--- src/rtl/pwb_pkg.sv ---
package pwb_pkg;
  // Phases of the commit sequencer
  typedef enum logic [1:0] {
    PH_FILL   = 2'd0,  // collecting bytes, not busy
    PH_WALK   = 2'd1,  // stepping through slots, writing valid ones
    PH_SETTLE = 2'd2   // remaining self-timed cycles
  } pwb_phase_e;
endpackage

--- src/rtl/pwb_rst_sync.sv ---
module pwb_rst_sync (
  input  logic clk,
  input  logic rst_n,
  output logic rst_n_sync
);
  logic meta_q;

  always_ff @(posedge clk or negedge rst_n) begin
    if (!rst_n) begin
      meta_q     <= 1'b0;
      rst_n_sync <= 1'b0;
    end else begin
      meta_q     <= 1'b1;
      rst_n_sync <= meta_q;
    end
  end
endmodule

--- src/rtl/pwb_ptr.sv ---
module pwb_ptr #(
  parameter int ADDR_W = 8,
  parameter int SLOT_W = 3,
  localparam int PAGE_W = ADDR_W - SLOT_W
) (
  input  logic              clk,
  input  logic              rst_n,
  input  logic              load,
  input  logic [ADDR_W-1:0] load_addr,
  input  logic              step,
  output logic [PAGE_W-1:0] page_q,
  output logic [SLOT_W-1:0] slot_q
);
  logic [PAGE_W-1:0] page_d;
  logic [SLOT_W-1:0] slot_d;

  always_comb begin
    page_d = page_q;
    slot_d = slot_q;
    if (load) begin
      page_d = load_addr[ADDR_W-1:SLOT_W];
      slot_d = load_addr[SLOT_W-1:0];
    end else if (step) begin
      slot_d = slot_q + SLOT_W'(1);  // wraps inside the page
    end
  end

  always_ff @(posedge clk or negedge rst_n) begin
    if (!rst_n) begin
      page_q <= '0;
      slot_q <= '0;
    end else if (load || step) begin
      page_q <= page_d;
      slot_q <= slot_d;
    end
  end
endmodule

--- src/rtl/pwb_latch.sv ---
module pwb_latch #(
  parameter int PAGE_BYTES = 8,
  parameter int DATA_W     = 8,
  localparam int SLOT_W    = $clog2(PAGE_BYTES)
) (
  input  logic                  clk,
  input  logic                  rst_n,
  input  logic                  wr_en,
  input  logic [SLOT_W-1:0]     wr_slot,
  input  logic [DATA_W-1:0]     wr_data,
  input  logic                  clr,
  input  logic [SLOT_W-1:0]     rd_slot,
  output logic [DATA_W-1:0]     rd_data,
  output logic                  rd_valid,
  output logic [PAGE_BYTES-1:0] mask
);
  logic [PAGE_BYTES*DATA_W-1:0] data_flat;

  for (genvar g = 0; g < PAGE_BYTES; g++) begin : g_cell
    logic              hit;
    logic              vld_q;
    logic              vld_d;
    logic [DATA_W-1:0] cell_q;

    assign hit = wr_en && (wr_slot == SLOT_W'(g));

    always_comb begin
      vld_d = vld_q;
      if (clr)      vld_d = 1'b0;
      else if (hit) vld_d = 1'b1;
    end

    always_ff @(posedge clk or negedge rst_n) begin
      if (!rst_n)          vld_q <= 1'b0;
      else if (clr || hit) vld_q <= vld_d;
    end

    // datapath cell: no reset needed, guarded by the valid bit
    always_ff @(posedge clk) begin
      if (hit) cell_q <= wr_data;
    end

    assign data_flat[g*DATA_W +: DATA_W] = cell_q;
    assign mask[g] = vld_q;
  end

  assign rd_data  = data_flat[rd_slot*DATA_W +: DATA_W];
  assign rd_valid = mask[rd_slot];
endmodule

--- src/rtl/pwb_seq.sv ---
module pwb_seq
  import pwb_pkg::*;
#(
  parameter int PAGE_BYTES   = 8,
  parameter int WRITE_CYCLES = 40,
  localparam int SLOT_W      = $clog2(PAGE_BYTES),
  localparam int CNT_W       = $clog2(WRITE_CYCLES)
) (
  input  logic              clk,
  input  logic              rst_n,
  input  logic              start,
  output logic              busy,
  output logic              walk_en,
  output logic [SLOT_W-1:0] walk_slot,
  output logic              done
);
  localparam logic [CNT_W-1:0] WALK_LAST = CNT_W'(PAGE_BYTES - 1);
  localparam logic [CNT_W-1:0] CYC_LAST  = CNT_W'(WRITE_CYCLES - 1);

  pwb_phase_e       phase_q, phase_d;
  logic [CNT_W-1:0] cnt_q, cnt_d;
  logic             cnt_en;

  always_comb begin
    phase_d = phase_q;
    cnt_d   = cnt_q + CNT_W'(1);
    cnt_en  = 1'b1;
    done    = 1'b0;
    unique case (phase_q)
      PH_FILL: begin
        cnt_d  = '0;
        cnt_en = start;
        if (start) phase_d = PH_WALK;
      end
      PH_WALK: begin
        if (cnt_q == WALK_LAST) phase_d = PH_SETTLE;
      end
      PH_SETTLE: begin
        if (cnt_q == CYC_LAST) begin
          phase_d = PH_FILL;
          done    = 1'b1;
        end
      end
      default: phase_d = PH_FILL;
    endcase
  end

  always_ff @(posedge clk or negedge rst_n) begin
    if (!rst_n) begin
      phase_q <= PH_FILL;
      cnt_q   <= '0;
    end else begin
      phase_q <= phase_d;
      if (cnt_en) cnt_q <= cnt_d;
    end
  end

  assign busy      = (phase_q != PH_FILL);
  assign walk_en   = (phase_q == PH_WALK);
  assign walk_slot = cnt_q[SLOT_W-1:0];
endmodule

--- src/rtl/pwb_top.sv ---
module pwb_top #(
  parameter int ADDR_W       = 8,
  parameter int DATA_W       = 8,
  parameter int PAGE_BYTES   = 8,
  parameter int WRITE_CYCLES = 40,   // must exceed PAGE_BYTES
  localparam int SLOT_W      = $clog2(PAGE_BYTES),
  localparam int PAGE_W      = ADDR_W - SLOT_W
) (
  input  logic              clk,
  input  logic              rst_n,
  input  logic              addr_load,
  input  logic [ADDR_W-1:0] addr_value,
  input  logic              data_valid,
  input  logic [DATA_W-1:0] data_value,
  input  logic              stop_seen,
  input  logic              restart_seen,
  output logic              mem_we,
  output logic [ADDR_W-1:0] mem_addr,
  output logic [DATA_W-1:0] mem_wdata,
  output logic              busy
);
  logic                  rst_n_i;
  logic                  idle;
  logic                  take_addr, take_byte, take_stop, take_drop;
  logic [PAGE_W-1:0]     page_q;
  logic [SLOT_W-1:0]     slot_q;
  logic [SLOT_W-1:0]     walk_slot;
  logic                  walk_en, seq_done;
  logic                  rd_valid;
  logic [PAGE_BYTES-1:0] fill_mask;

  pwb_rst_sync u_rst (
    .clk        (clk),
    .rst_n      (rst_n),
    .rst_n_sync (rst_n_i)
  );

  // Strobes take effect only outside the self-timed window
  assign idle      = ~busy;
  assign take_drop = idle & restart_seen;
  assign take_addr = idle & addr_load & ~restart_seen;
  assign take_byte = idle & data_valid & ~restart_seen;
  assign take_stop = idle & stop_seen & ~restart_seen & (|fill_mask);

  pwb_ptr #(.ADDR_W(ADDR_W), .SLOT_W(SLOT_W)) u_ptr (
    .clk       (clk),
    .rst_n     (rst_n_i),
    .load      (take_addr),
    .load_addr (addr_value),
    .step      (take_byte),
    .page_q    (page_q),
    .slot_q    (slot_q)
  );

  pwb_latch #(.PAGE_BYTES(PAGE_BYTES), .DATA_W(DATA_W)) u_latch (
    .clk      (clk),
    .rst_n    (rst_n_i),
    .wr_en    (take_byte),
    .wr_slot  (slot_q),
    .wr_data  (data_value),
    .clr      (take_drop | seq_done),
    .rd_slot  (walk_slot),
    .rd_data  (mem_wdata),
    .rd_valid (rd_valid),
    .mask     (fill_mask)
  );

  pwb_seq #(.PAGE_BYTES(PAGE_BYTES), .WRITE_CYCLES(WRITE_CYCLES)) u_seq (
    .clk       (clk),
    .rst_n     (rst_n_i),
    .start     (take_stop),
    .busy      (busy),
    .walk_en   (walk_en),
    .walk_slot (walk_slot),
    .done      (seq_done)
  );

  assign mem_we   = walk_en & rd_valid;
  assign mem_addr = {page_q, walk_slot};
endmodule

--- config.mk ---
export PLATFORM = sky130hd
export DESIGN_NAME = pwb_top
export DESIGN_NICKNAME = d
export VERILOG_FILES = /design/src/rtl/pwb_pkg.sv /design/src/rtl/pwb_rst_sync.sv /design/src/rtl/pwb_ptr.sv /design/src/rtl/pwb_latch.sv /design/src/rtl/pwb_seq.sv /design/src/rtl/pwb_top.sv
export SDC_FILE = /design/constraint.sdc
export NUM_CORES = 1
export LEC_CHECK = 0
export BUFFER_PORTS_ARGS = -buffer_cell sky130_fd_sc_hd__buf_2
export CORE_ASPECT_RATIO = 0.9
export CORE_MARGIN = 2
export CORE_UTILIZATION = 30
export CTS_CLUSTER_SIZE = 24
export DETAILED_ROUTE_END_ITERATION = 8
export PLACE_DENSITY_LB_ADDON = 0.15
export SLEW_MARGIN = 10
export SYNTH_ARGS = -nofsm -noshare
export SYNTH_HDL_FRONTEND = slang
export SYNTH_HIERARCHICAL = 1
export SYNTH_SLANG_ARGS = --single-unit
--- constraint.sdc ---
create_clock -name clk -period 5.6 [get_ports clk]
set_input_delay 0.28 -clock clk [delete_from_list [all_inputs] [get_ports clk]]
set_output_delay 0.28 -clock clk [all_outputs]
set_load 0.01 [all_outputs]
==> metrics.cfg <==
[critical_path]
critPathTopFamily = multiplexers
arrival_ns = 2.44
crit_slowest_cell = dfrtp_1
critical-path-max-stage-delay_ns = 0.64
worstPathRequired_ns = 5.32
path_class = flop to primary output
r2r_slack_ns = 2.92
startpoint_type = flop
reg2regPathDepth = 6
r2r_end = u_latch/g_cell[0].cell_q[3]$_DFFE_PP_
cp.buffers_inverters = 2
crit_path_max_fanout = 17
critPathCaptureType = primary output
worstPathCellList = buf_4 -> mux4_1 -> mux2_2 -> and2_1 -> buf_2
rr_startpoint = u_seq/phase_q[0]$_DFFE_PN0P_

[cells_and_area]
final_util = 0.352
layout-drive-gt1-share = 0.280
fin_nets = 290
antennaDiodeCount = 0
syn2layout_area_growth_pct = 14.6

[pwr]
powerDensity_nw_per_um2 = 456
p_leak_nw = 1.70
worst_ir_drop_vdd_mv = 0.158
p_int_w = 0.00141
clock_power_share = 0.273
p_seq_frac = 0.462
switchingPower_w = 0.000629
sw_frac_of_total = 0.308
power_frac_comb = 0.265
total_power_w = 0.00204

[timing]
setup_ws_ns = 2.88
maxSlewViolCount = 0
final-hold-violation-count = 0
fmax_mhz = 367
min_period_over_period = 0.487
slew_headroom = 0.323
setup_viol = 0
worst_pin_slew_ns = 1.02
rsz0062_at_grt = false
min_period_ns = 2.72
tns_ns = 0
skew_ns = 0.00480

[clocking]
cts_setup_buffers = 0
cts_max_level = 3
cts_resized = 0
clk_path_buf_depth = 2
clock_sinks = 90
cts_buffers = 9
clockRootBuffer = clkbuf_16
clk_pin_slew_ns = 0.06
postCtsHoldBufs = 1
cts_tree = yes
clk_latency_ns = 0.34

[global_routing]
grt_usage = 0.117
top_usage_layer = met2
overflow = 0
grt_pass1_wl_um = 11700
grt_max_degree = 27
antenna_found_initial = 0
grt_use_met1 = 0.160
grtUsageMet2 = 0.176
first_global_vias = 2045
grtUsageMet3 = 0.0259

[hold_path]
hold_depth = 3
min_to = u_ptr/slot_q[0]$_DFFE_PN0P_
worstHoldStart = addr_value[0]
hp-class = input port to flop

[yosys]
synthArstFlopShare = 0.289
synth_edf_count = 64
synthesis.area_um2 = 3900
yosysSeqAreaShare = 0.660
syn_nets = 254
yosys_warnings = 6
synth-seq-cells = 90
syn-instance-count = 230
synth_cell_types = 45
ys.flop_type = edfxtp_1
synth.avg_cell_area_um2 = 17.0

[route]
ant_nets = 0
drt_first_iter_violations = 102
drc = 0
dr_total_vias = 2034
vias_per_cell = 4.68
wl_per_cell_um = 17.1
routed_wl_um = 7420
firstDrtPassIters = 4

[floorplan]
die_area_um2 = 13900
core_area_um2 = 12700
rows = 39
ioPinCount = 40
initial_utilization = 0.307
die_width_um = 124
die_height_um = 112

[flow_run]
cap_viol_max_count = 0

[placed_design]
port_buffers = 39
dpl.hpwl_um = 4730
place_congestion = 0.729
place_ws_ns = 2.95

[outcome]
outcome = finished, final reports clean

==> state kept, by name (all words and copies together), names as in the netlist <==
register               cells
u_latch/g_cell.vld_q       8
u_rst/rst_n_sync           1
u_latch/g_cell.cell_q     64
u_seq/cnt_q                6
u_ptr/page_q               5
u_seq/phase_q              2
u_rst/meta_q               1
u_ptr/slot_q               3
==> power groups by stage <==
stage / logic [W] / registers [W] / clock network, W
global placement: 0.000548 / 0.000964 / 0
finish: 0.000540 / 0.000943 / 0.000556
detailed placement: 0.000546 / 0.000963 / 0
CTS: 0.000550 / 0.000950 / 0.000575
global route: 0.000596 / 0.000971 / 0.000603
floorplan: 0.000472 / 0.000896 / 0
==> placed cells by master, fill, tap and decap left out, types with 2 or more instances in the layout <==
cell,netlist,routed
nor4_1,3,3
nand2_1,8,8
clkbuf_16,0,9
nor3b_1,4,4
nand4bb_1,3,3
nor2_1,3,3
nor2b_1,3,3
edfxtp_1,64,64
nand4b_1,3,3
ha_1,2,2
dfrtp_1,26,26
nand3_1,4,4
clkinvlp_4,0,2
mux4_1,18,18
buf_4,11,3
or3_1,2,2
buf_2,1,39
a21oi_1,9,9
mux2_2,14,14
a41oi_1,2,2
inv_1,17,17
o21ai_0,6,6
==> cells by family after synthesis <==
logic type / synth area share
buffers and inverters: 0.0526
adders and majority gates: 0.00642
AOI/OAI and AO/OA: 0.0395
other: 0.000962
DFF: 0.660
muxes: 0.164
and+or+nand+nor: 0.0741
xor gates and xnor gates: 0.00225
==> how the worst max path moves through the flow <==
stage / start / end / slack [ns] / cells past startpoint
final: u_seq/cnt_q[0]$_DFFE_PN0P_ / mem_we / 2.88 / 5
after floorplan: u_seq/phase_q[1]$_DFFE_PN0P_ / u_latch/g_cell[0].cell_q[0]$_DFFE_PP_ / 2.75 / 5
after CTS: u_seq/cnt_q[0]$_DFFE_PN0P_ / mem_we / 2.80 / 5
after detailed placement: u_seq/phase_q[0]$_DFFE_PN0P_ / u_latch/g_cell[0].cell_q[5]$_DFFE_PP_ / 2.95 / 6
after global placement: u_seq/cnt_q[0]$_DFFE_PN0P_ / u_latch/g_cell[7].vld_q$_DFFE_PN0P_ / 2.98 / 7
after global routing: u_seq/cnt_q[0]$_DFFE_PN0P_ / mem_we / 2.71 / 5
==> area by class of cell <==
class                           count  area (um2)
Sequential cell                    90        2570
Timing Repair Buffer               43         228
Clock buffer                       10         229
Clock inverter                      6        48.8
Fill cell                        1226        8220
Tap cell                          164         205
Multi-Input combinational cell    105        1120
Inverter                           17        63.8
==> Yosys cell counts, drive strengths merged, types with 3 or more instances <==
| master | number | area share |
|---|---|---|
| edfxtp | 64 | 0.49 |
| dfrtp | 26 | 0.17 |
| mux4 | 18 | 0.12 |
| buf | 17 | 0.035 |
| inv | 17 | 0.016 |
| mux2 | 14 | 0.040 |
| a21oi | 9 | 0.012 |
| nand2 | 9 | 0.0093 |
| o21ai | 6 | 0.0077 |
| nand3 | 4 | 0.0051 |
| nor2 | 4 | 0.0045 |
| nor3b | 4 | 0.0077 |
| nand4b | 3 | 0.0067 |
| nand4bb | 3 | 0.0087 |
| nor2b | 3 | 0.0048 |
| nor4 | 3 | 0.0048 |
==> worst min-delay path: stages <==
cell and delay [ns]:
buf_2 0.07, nand2_1 0.04, o21ai_0 0.06
==> layer usage <==
layer	up-vias	wire (um)
met5	-	0
met4	0	150
met3	8	223
met2	28	3480
met1	1034	3560
li1	964	-
==> stage by stage <==
stage | cell area (um2) | cells | hold slack (ns)
detailed placement | 4180 | 418 | 0.0669
global placement | 4180 | 418 | 0.0654
CTS | 4470 | 435 | 0.132
finish | 4470 | 435 | 0.142
floorplan | 3900 | 230 | -0.0156
global route | 4470 | 435 | 0.134
No activity file was read; power rests on OpenSTA's default activity.
